$ cat config.mk
export PLATFORM = sky130hd
export DESIGN_NAME = t1_serial_framer
export DESIGN_NICKNAME = d
export VERILOG_FILES = /design/src/rtl/t1sf_pkg.sv /design/src/rtl/t1sf_sync.sv /design/src/rtl/t1sf_edge_det.sv /design/src/rtl/t1sf_tx_collect.sv /design/src/rtl/t1sf_rx_emit.sv /design/src/rtl/t1_serial_framer.sv
export SDC_FILE = /design/constraint.sdc
export NUM_CORES = 1
export LEC_CHECK = 0
export CORE_MARGIN = 8
export CORE_UTILIZATION = 63
export CTS_CLUSTER_SIZE = 25
export DETAILED_ROUTE_END_ITERATION = 7
export DONT_BUFFER_PORTS = 1
export GPL_TIMING_DRIVEN = 0
export PLACE_DENSITY = 0.8
export SYNTH_ARGS = -nofsm -noshare
export SYNTH_HDL_FRONTEND = slang
export SYNTH_SLANG_ARGS = --single-unit
export TNS_END_PERCENT = 10
$ cat constraint.sdc
create_clock -name clk_i -period 2.28 [get_ports clk_i]
set_input_delay 0.342 -clock clk_i [delete_from_list [all_inputs] [get_ports clk_i]]
set_output_delay 0.342 -clock clk_i [all_outputs]
set_load 0.02 [all_outputs]
$ cat src/rtl/t1sf_pkg.sv
package t1sf_pkg;
  localparam int unsigned CHAN_NUM   = 24;
  localparam int unsigned CHAN_BITS  = 8;
  localparam int unsigned FRAME_BITS = 1 + CHAN_NUM * CHAN_BITS;
  localparam int unsigned SYNC_DEPTH = 2;
endpackage

$ cat src/rtl/t1sf_sync.sv
module t1sf_sync #(
  parameter int unsigned WIDTH  = 1,
  parameter int unsigned STAGES = 2
) (
  input  logic             clk_i,
  input  logic             rst_ni,
  input  logic [WIDTH-1:0] d_i,
  output logic [WIDTH-1:0] q_o
);
  logic [WIDTH-1:0] stg [STAGES];

  for (genvar s = 0; s < STAGES; s++) begin : g_stage
    if (s == 0) begin : g_first
      always_ff @(posedge clk_i or negedge rst_ni) begin
        if (!rst_ni) stg[0] <= '0;
        else         stg[0] <= d_i;
      end
    end else begin : g_next
      always_ff @(posedge clk_i or negedge rst_ni) begin
        if (!rst_ni) stg[s] <= '0;
        else         stg[s] <= stg[s-1];
      end
    end
  end

  assign q_o = stg[STAGES-1];
endmodule

$ cat src/rtl/t1sf_edge_det.sv
module t1sf_edge_det #(
  parameter bit RISING = 1'b1
) (
  input  logic clk_i,
  input  logic rst_ni,
  input  logic sig_i,
  output logic edge_o
);
  logic prev_q;

  always_ff @(posedge clk_i or negedge rst_ni) begin
    if (!rst_ni) prev_q <= 1'b0;
    else         prev_q <= sig_i;
  end

  if (RISING) begin : g_rise
    assign edge_o = sig_i & ~prev_q;
  end else begin : g_fall
    assign edge_o = ~sig_i & prev_q;
  end
endmodule

$ cat src/rtl/t1sf_tx_collect.sv
module t1sf_tx_collect #(
  parameter int unsigned FRAME_BITS = 193,
  localparam int unsigned PW = $clog2(FRAME_BITS)
) (
  input  logic                  clk_i,
  input  logic                  rst_ni,
  input  logic                  en_i,
  input  logic                  smp_i,
  input  logic                  bit_i,
  output logic [FRAME_BITS-1:0] frame_o,
  output logic                  vld_o
);
  localparam logic [PW-1:0] LAST = PW'(FRAME_BITS - 1);

  logic [PW-1:0]         cnt_q;
  logic [FRAME_BITS-2:0] sh_q;

  always_ff @(posedge clk_i or negedge rst_ni) begin
    if (!rst_ni) begin
      cnt_q   <= '0;
      sh_q    <= '0;
      frame_o <= '0;
      vld_o   <= 1'b0;
    end else begin
      vld_o <= 1'b0;
      if (!en_i) begin
        cnt_q <= '0;
        sh_q  <= '0;
      end else if (smp_i) begin
        sh_q <= {sh_q[FRAME_BITS-3:0], bit_i};
        if (cnt_q == LAST) begin
          frame_o <= {sh_q, bit_i};
          vld_o   <= 1'b1;
          cnt_q   <= '0;
        end else begin
          cnt_q <= cnt_q + 1'b1;
        end
      end
    end
  end


  vld_single_chk: assert property (@(posedge clk_i) disable iff (!rst_ni)
    vld_o |=> !vld_o);


  vld_enabled_chk: assert property (@(posedge clk_i) disable iff (!rst_ni)
    vld_o |-> $past(en_i));


  frame_hold_chk: assert property (@(posedge clk_i) disable iff (!rst_ni)
    !$stable(frame_o) |-> vld_o);
endmodule

$ cat src/rtl/t1sf_rx_emit.sv
module t1sf_rx_emit #(
  parameter int unsigned FRAME_BITS = 193,
  localparam int unsigned PW = $clog2(FRAME_BITS)
) (
  input  logic clk_i,
  input  logic rst_ni,
  input  logic en_i,
  input  logic edge_i,
  input  logic bit_i,
  input  logic fs_i,
  output logic ser_o,
  output logic fp_o
);
  localparam logic [PW-1:0] LAST = PW'(FRAME_BITS - 1);

  logic [PW-1:0] pos_q, pos_nxt;
  logic          ser_q, fp_q;

  always_comb begin
    if (fs_i || pos_q == LAST) pos_nxt = '0;
    else                       pos_nxt = pos_q + 1'b1;
  end

  always_ff @(posedge clk_i or negedge rst_ni) begin
    if (!rst_ni) begin
      pos_q <= LAST;
      ser_q <= 1'b0;
      fp_q  <= 1'b0;
    end else if (!en_i) begin
      pos_q <= LAST;  // next enabled bit is the framing bit
      ser_q <= 1'b0;
      fp_q  <= 1'b0;
    end else if (edge_i) begin
      pos_q <= pos_nxt;
      ser_q <= bit_i;
      fp_q  <= (pos_nxt == '0);
    end
  end

  assign ser_o = ser_q & en_i;
  assign fp_o  = fp_q & en_i;


  fs_align_chk: assert property (@(posedge clk_i) disable iff (!rst_ni)
    (edge_i && fs_i && en_i) |=> (fp_o || !en_i));


  wrap_chk: assert property (@(posedge clk_i) disable iff (!rst_ni)
    (edge_i && en_i && !fs_i && pos_q == LAST) |=> (fp_o || !en_i));


  ser_hold_chk: assert property (@(posedge clk_i) disable iff (!rst_ni)
    (!$past(edge_i) && $past(en_i) && en_i) |-> $stable(ser_o));
endmodule

$ cat src/rtl/t1_serial_framer.sv
module t1_serial_framer
  import t1sf_pkg::*;
#(
  parameter int unsigned FRAME_LEN   = FRAME_BITS,
  parameter int unsigned SYNC_STAGES = SYNC_DEPTH
) (
  input  logic                 clk_i,
  input  logic                 rst_ni,
  input  logic                 mode_en_i,
  input  logic                 tx_bclk_i,
  input  logic                 tx_data_i,
  input  logic                 rx_bclk_i,
  input  logic                 rx_data_i,
  input  logic                 rx_fs_i,
  output logic                 rx_ser_o,
  output logic                 rx_fp_o,
  output logic [FRAME_LEN-1:0] frame_o,
  output logic                 frame_vld_o
);
  localparam int unsigned NSYNC = 5;

  logic [NSYNC-1:0] raw, syn;
  logic             tx_fall, rx_rise;

  // clocks and data share one pipeline so their alignment survives
  assign raw = {tx_bclk_i, tx_data_i, rx_bclk_i, rx_data_i, rx_fs_i};

  t1sf_sync #(.WIDTH(NSYNC), .STAGES(SYNC_STAGES)) i_sync (
    .clk_i (clk_i),
    .rst_ni(rst_ni),
    .d_i   (raw),
    .q_o   (syn)
  );

  t1sf_edge_det #(.RISING(1'b0)) i_tx_edge (
    .clk_i (clk_i),
    .rst_ni(rst_ni),
    .sig_i (syn[4]),
    .edge_o(tx_fall)
  );

  t1sf_edge_det #(.RISING(1'b1)) i_rx_edge (
    .clk_i (clk_i),
    .rst_ni(rst_ni),
    .sig_i (syn[2]),
    .edge_o(rx_rise)
  );

  t1sf_tx_collect #(.FRAME_BITS(FRAME_LEN)) i_tx (
    .clk_i  (clk_i),
    .rst_ni (rst_ni),
    .en_i   (mode_en_i),
    .smp_i  (tx_fall),
    .bit_i  (syn[3]),
    .frame_o(frame_o),
    .vld_o  (frame_vld_o)
  );

  t1sf_rx_emit #(.FRAME_BITS(FRAME_LEN)) i_rx (
    .clk_i (clk_i),
    .rst_ni(rst_ni),
    .en_i  (mode_en_i),
    .edge_i(rx_rise),
    .bit_i (syn[1]),
    .fs_i  (syn[0]),
    .ser_o (rx_ser_o),
    .fp_o  (rx_fp_o)
  );


  quiet_vld_chk: assert property (@(posedge clk_i) disable iff (!rst_ni)
    (!mode_en_i && !$past(mode_en_i)) |-> !frame_vld_o);
endmodule

==> results.sh <==
export IMPL_status="finished with violations"
export IMPL_failed_checks="hold timing"
export IMPL_crit_buf_inv=3
export IMPL_ff2ff_setup_slack_ns=0.22
export IMPL_netlist_instances=1378
export IMPL_worst_slew_pin_slew_ns=0.7790
export IMPL_power_leakage_nw=8.998
export IMPL_cellPowerDensity_nw_per_um2=792.6
export IMPL_drive_gt1_share_pct=19.93
export IMPL_slew_violations=0
export IMPL_final_nets=1439
export IMPL_firstDrtPassIters=5
export IMPL_drtAntennaViolNets=0
export IMPL_routed_wl_um=34260
export IMPL_synthDominantCellAreaShare_pct=62.10
export IMPL_power_w=0.01474
export IMPL_worst_hold_slack_ns=-0.4819
export IMPL_fillers=1674
export IMPL_fin_crit_sh_pct=90.48
export IMPL_clk_latency_ns=0.53
export IMPL_grtUsageMet3_pct=7.624
export IMPL_post_synth_num_cell_types=44
export IMPL_setup_viol=0
export IMPL_path_max_fanout=10
export IMPL_hold_class="in -> async"
export IMPL_synth_nets=1390
export IMPL_grt_usage_pct=21.24
export IMPL_grt_pass1_wl_um=54540
export IMPL_slew_headroom_pct=48.07
export IMPL_start_util_pct=64.02
export IMPL_timing_rr_start="i_sync.q_o[4]$_DFF_PN0_"
export IMPL_clk_pin_slew_worst_paths_ns=0.06
export IMPL_grt_max_degree=417
export IMPL_cts_sinks=416
export IMPL_finClkSkew_ns=0.01206
export IMPL_num_io_pins=204
export IMPL_busiest_layer="met2"
export IMPL_synth_area_top_cells="dfrtp_1, mux2_4, nand2_1, a21oi_1, mux2_2"
export IMPL_final_util_pct=71.38
export IMPL_die_area_um2=31940
export IMPL_critPathTopFamily="buffers and inverters"
export IMPL_synth_ff_type="dfrtp_1"
export IMPL_peakVddDrop_uv=822.1
export IMPL_gr_usage_met2_pct=33.90
export IMPL_cts_setup_buffers=0
export IMPL_use_met1_pct=26.72
export IMPL_synthArstFlopShare_pct=100.0
export IMPL_viasPerCell=5.648
export IMPL_synth_yosys_seq_area_share_pct=62.42
export IMPL_r2r_cells=6
export IMPL_critPathArrivalTime_ns=2.50
export IMPL_die_h_um=178.7
export IMPL_fin_crit_ns=2.063
export IMPL_critPathKind="reg -> reg"
export IMPL_dieWidth_um=178.7
export IMPL_ys_seq_elements=416
export IMPL_max_stage_delay_ns=0.42
export IMPL_required_ns=2.72
export IMPL_drc_errors=0
export IMPL_end_kind="flip-flop"
export IMPL_post_synth_top_count_cell="dfrtp_1"
export IMPL_final_cells=1795
export IMPL_avgSynthCellArea_um2=12.11
export IMPL_cpMostUsedCell="clkbuf_1"
export IMPL_cts_buffers=42
export IMPL_rsz0062_at_grt="false"
export IMPL_antenna_found_initial=0
export IMPL_port_buffers=0
export IMPL_path_cells="nand2b_1, clkbuf_1, clkbuf_2, clkbuf_1, nand2_1, a21oi_1"
export IMPL_finalHoldViolCount=415
export IMPL_synth_edf_count=0
export IMPL_startpoint="i_sync.q_o[4]$_DFF_PN0_"
export IMPL_antenna_cells=0
export IMPL_cap_violations=0
export IMPL_critical_path_startpoint_type="flip-flop"
export IMPL_h_tree_depth=2
export IMPL_cts_buffer_depth=3
export IMPL_areaGrowthSynthToFinish_pct=11.50
export IMPL_grt_overflow=0
export IMPL_rows=59
export IMPL_dp_cells=1713
export IMPL_grt_pass1_vias=10340
export IMPL_pre_cts_ws_ns=-0.04158
export IMPL_fin_ws_ns=0.2170
export IMPL_max_freq_ghz=0.4847
export IMPL_hpwl_um=22450
export IMPL_syn_cell_area_um2=16680
export IMPL_core_um2=26060
export IMPL_gp_congestion=0.8016
export IMPL_cts_tree="built"
export IMPL_yosys_warnings=0
export IMPL_num_vias=10140
export IMPL_wl_per_cell_um=19.09
export IMPL_slowest_stage="clkbuf_2"
export IMPL_postCtsHoldBufs=5
export IMPL_setup_tns_ns=0
export IMPL_rr_endpoint="i_tx.sh_q[62]$_DFFE_PN0P_"
export IMPL_synthDominantAreaCellType="dfrtp_1"
export IMPL_root_buffer="clkbuf_16"
export IMPL_synthTopCellsByCount="dfrtp_1, nand2_1, a21oi_1, mux2_4, clkbuf_1"
export IMPL_drtIter0Drc=602
[state kept, by name, summed over array words and instances (netlist names), 5 cells and up]
name	flops
i_rx.pos_q	8
i_sync.q_o	5
i_sync.stg	5
i_tx.cnt_q	8
i_tx.frame_o	193
i_tx.sh_q	192
[how the worst max path moves through the flow]
stage | endpoint | slack (ns) | cells past startpoint
after floorplan | i_tx.frame_o[191]$_DFFE_PN0P_ | 0.50 | 6
final | i_tx.sh_q[62]$_DFFE_PN0P_ | 0.22 | 6
after CTS | i_tx.sh_q[159]$_DFFE_PN0P_ | 0.05 | 6
after global placement | i_tx.sh_q[52]$_DFFE_PN0P_ | 0.03 | 6
after global routing | i_tx.sh_q[62]$_DFFE_PN0P_ | 0.01 | 6
after detailed placement | i_tx.sh_q[102]$_DFFE_PN0P_ | -0.04 | 6
[metal layers]
| metal | part of all wire, % | routed length [um] |
|---|---|---|
| met5 | 0 | 0 |
| met2 | 47 | 16230 |
| met3 | 9.0 | 3068 |
| met1 | 41 | 13990 |
| met4 | 2.8 | 972 |
[layout make-up]
cell class | instances | area [um^2] | share of cell area, %
buffer | 90 | 484.2 | 2.603
tap | 335 | 419.2 | 2.253
multi-input combinational | 865 | 5766 | 31.00
sequential | 416 | 10410 | 55.98
inverter | 7 | 26.28 | 0.1413
clock inverter | 14 | 201.4 | 1.083
clock buffer | 63 | 1241 | 6.673
timing repair buffer | 5 | 50.05 | 0.2691
[metrics by stage]
step | area [um^2] | hold WS, ns
after floorplan | 16680 | 0.04641
after global placement | 17100 | 0.05738
after detailed placement | 17100 | 0.05717
after CTS | 18600 | -0.4969
after global routing | 18600 | -0.5050
final | 18600 | -0.4819
[report_power, final]
part           switching (W)  internal (W)  total (W)
clock                0.00273       0.00433    0.00706
combinational       0.000212     0.0000488   0.000261
sequential         0.0000125       0.00741    0.00742
[placed cells by master, fill, tap and decap left out, drive strengths merged, types with 2 or more instances in the layout]
| master | n |
|---|---|
| ha | 4 |
| a21oi | 199 |
| nand2b | 5 |
| a31oi | 5 |
| dlygate4sd3 | 5 |
| or3 | 2 |
| buf | 34 |
| a41oi | 2 |
| xor2 | 4 |
| mux2 | 193 |
| nand3 | 8 |
| bufinv | 5 |
| dfrtp | 414 |
| clkinv | 7 |
| xnor2 | 2 |
| nor2b | 4 |
| a22o | 2 |
| nand2 | 398 |
| o21ai | 7 |
| dfstp | 2 |
| and3 | 2 |
| nor3 | 2 |
| nor2 | 10 |
| inv | 8 |
| clkbuf | 119 |
| and2 | 4 |
| and4 | 2 |
[repair_timing]
item                                   CTS  global route
gates resized for setup                  2             6
setup endpoints to repair               33            49
endpoints found under the hold margin  421           416
[kinds of logic after synthesis]
family          share of synthesized area (%)
compound gates                          6.870
xor+xnor                               0.3150
fa+ha+maj                              0.3000
buf+inv                                 3.022
flops                                   62.42
mux                                     16.58
simple gates                            10.49
Power figures use the tool's default switching activity.
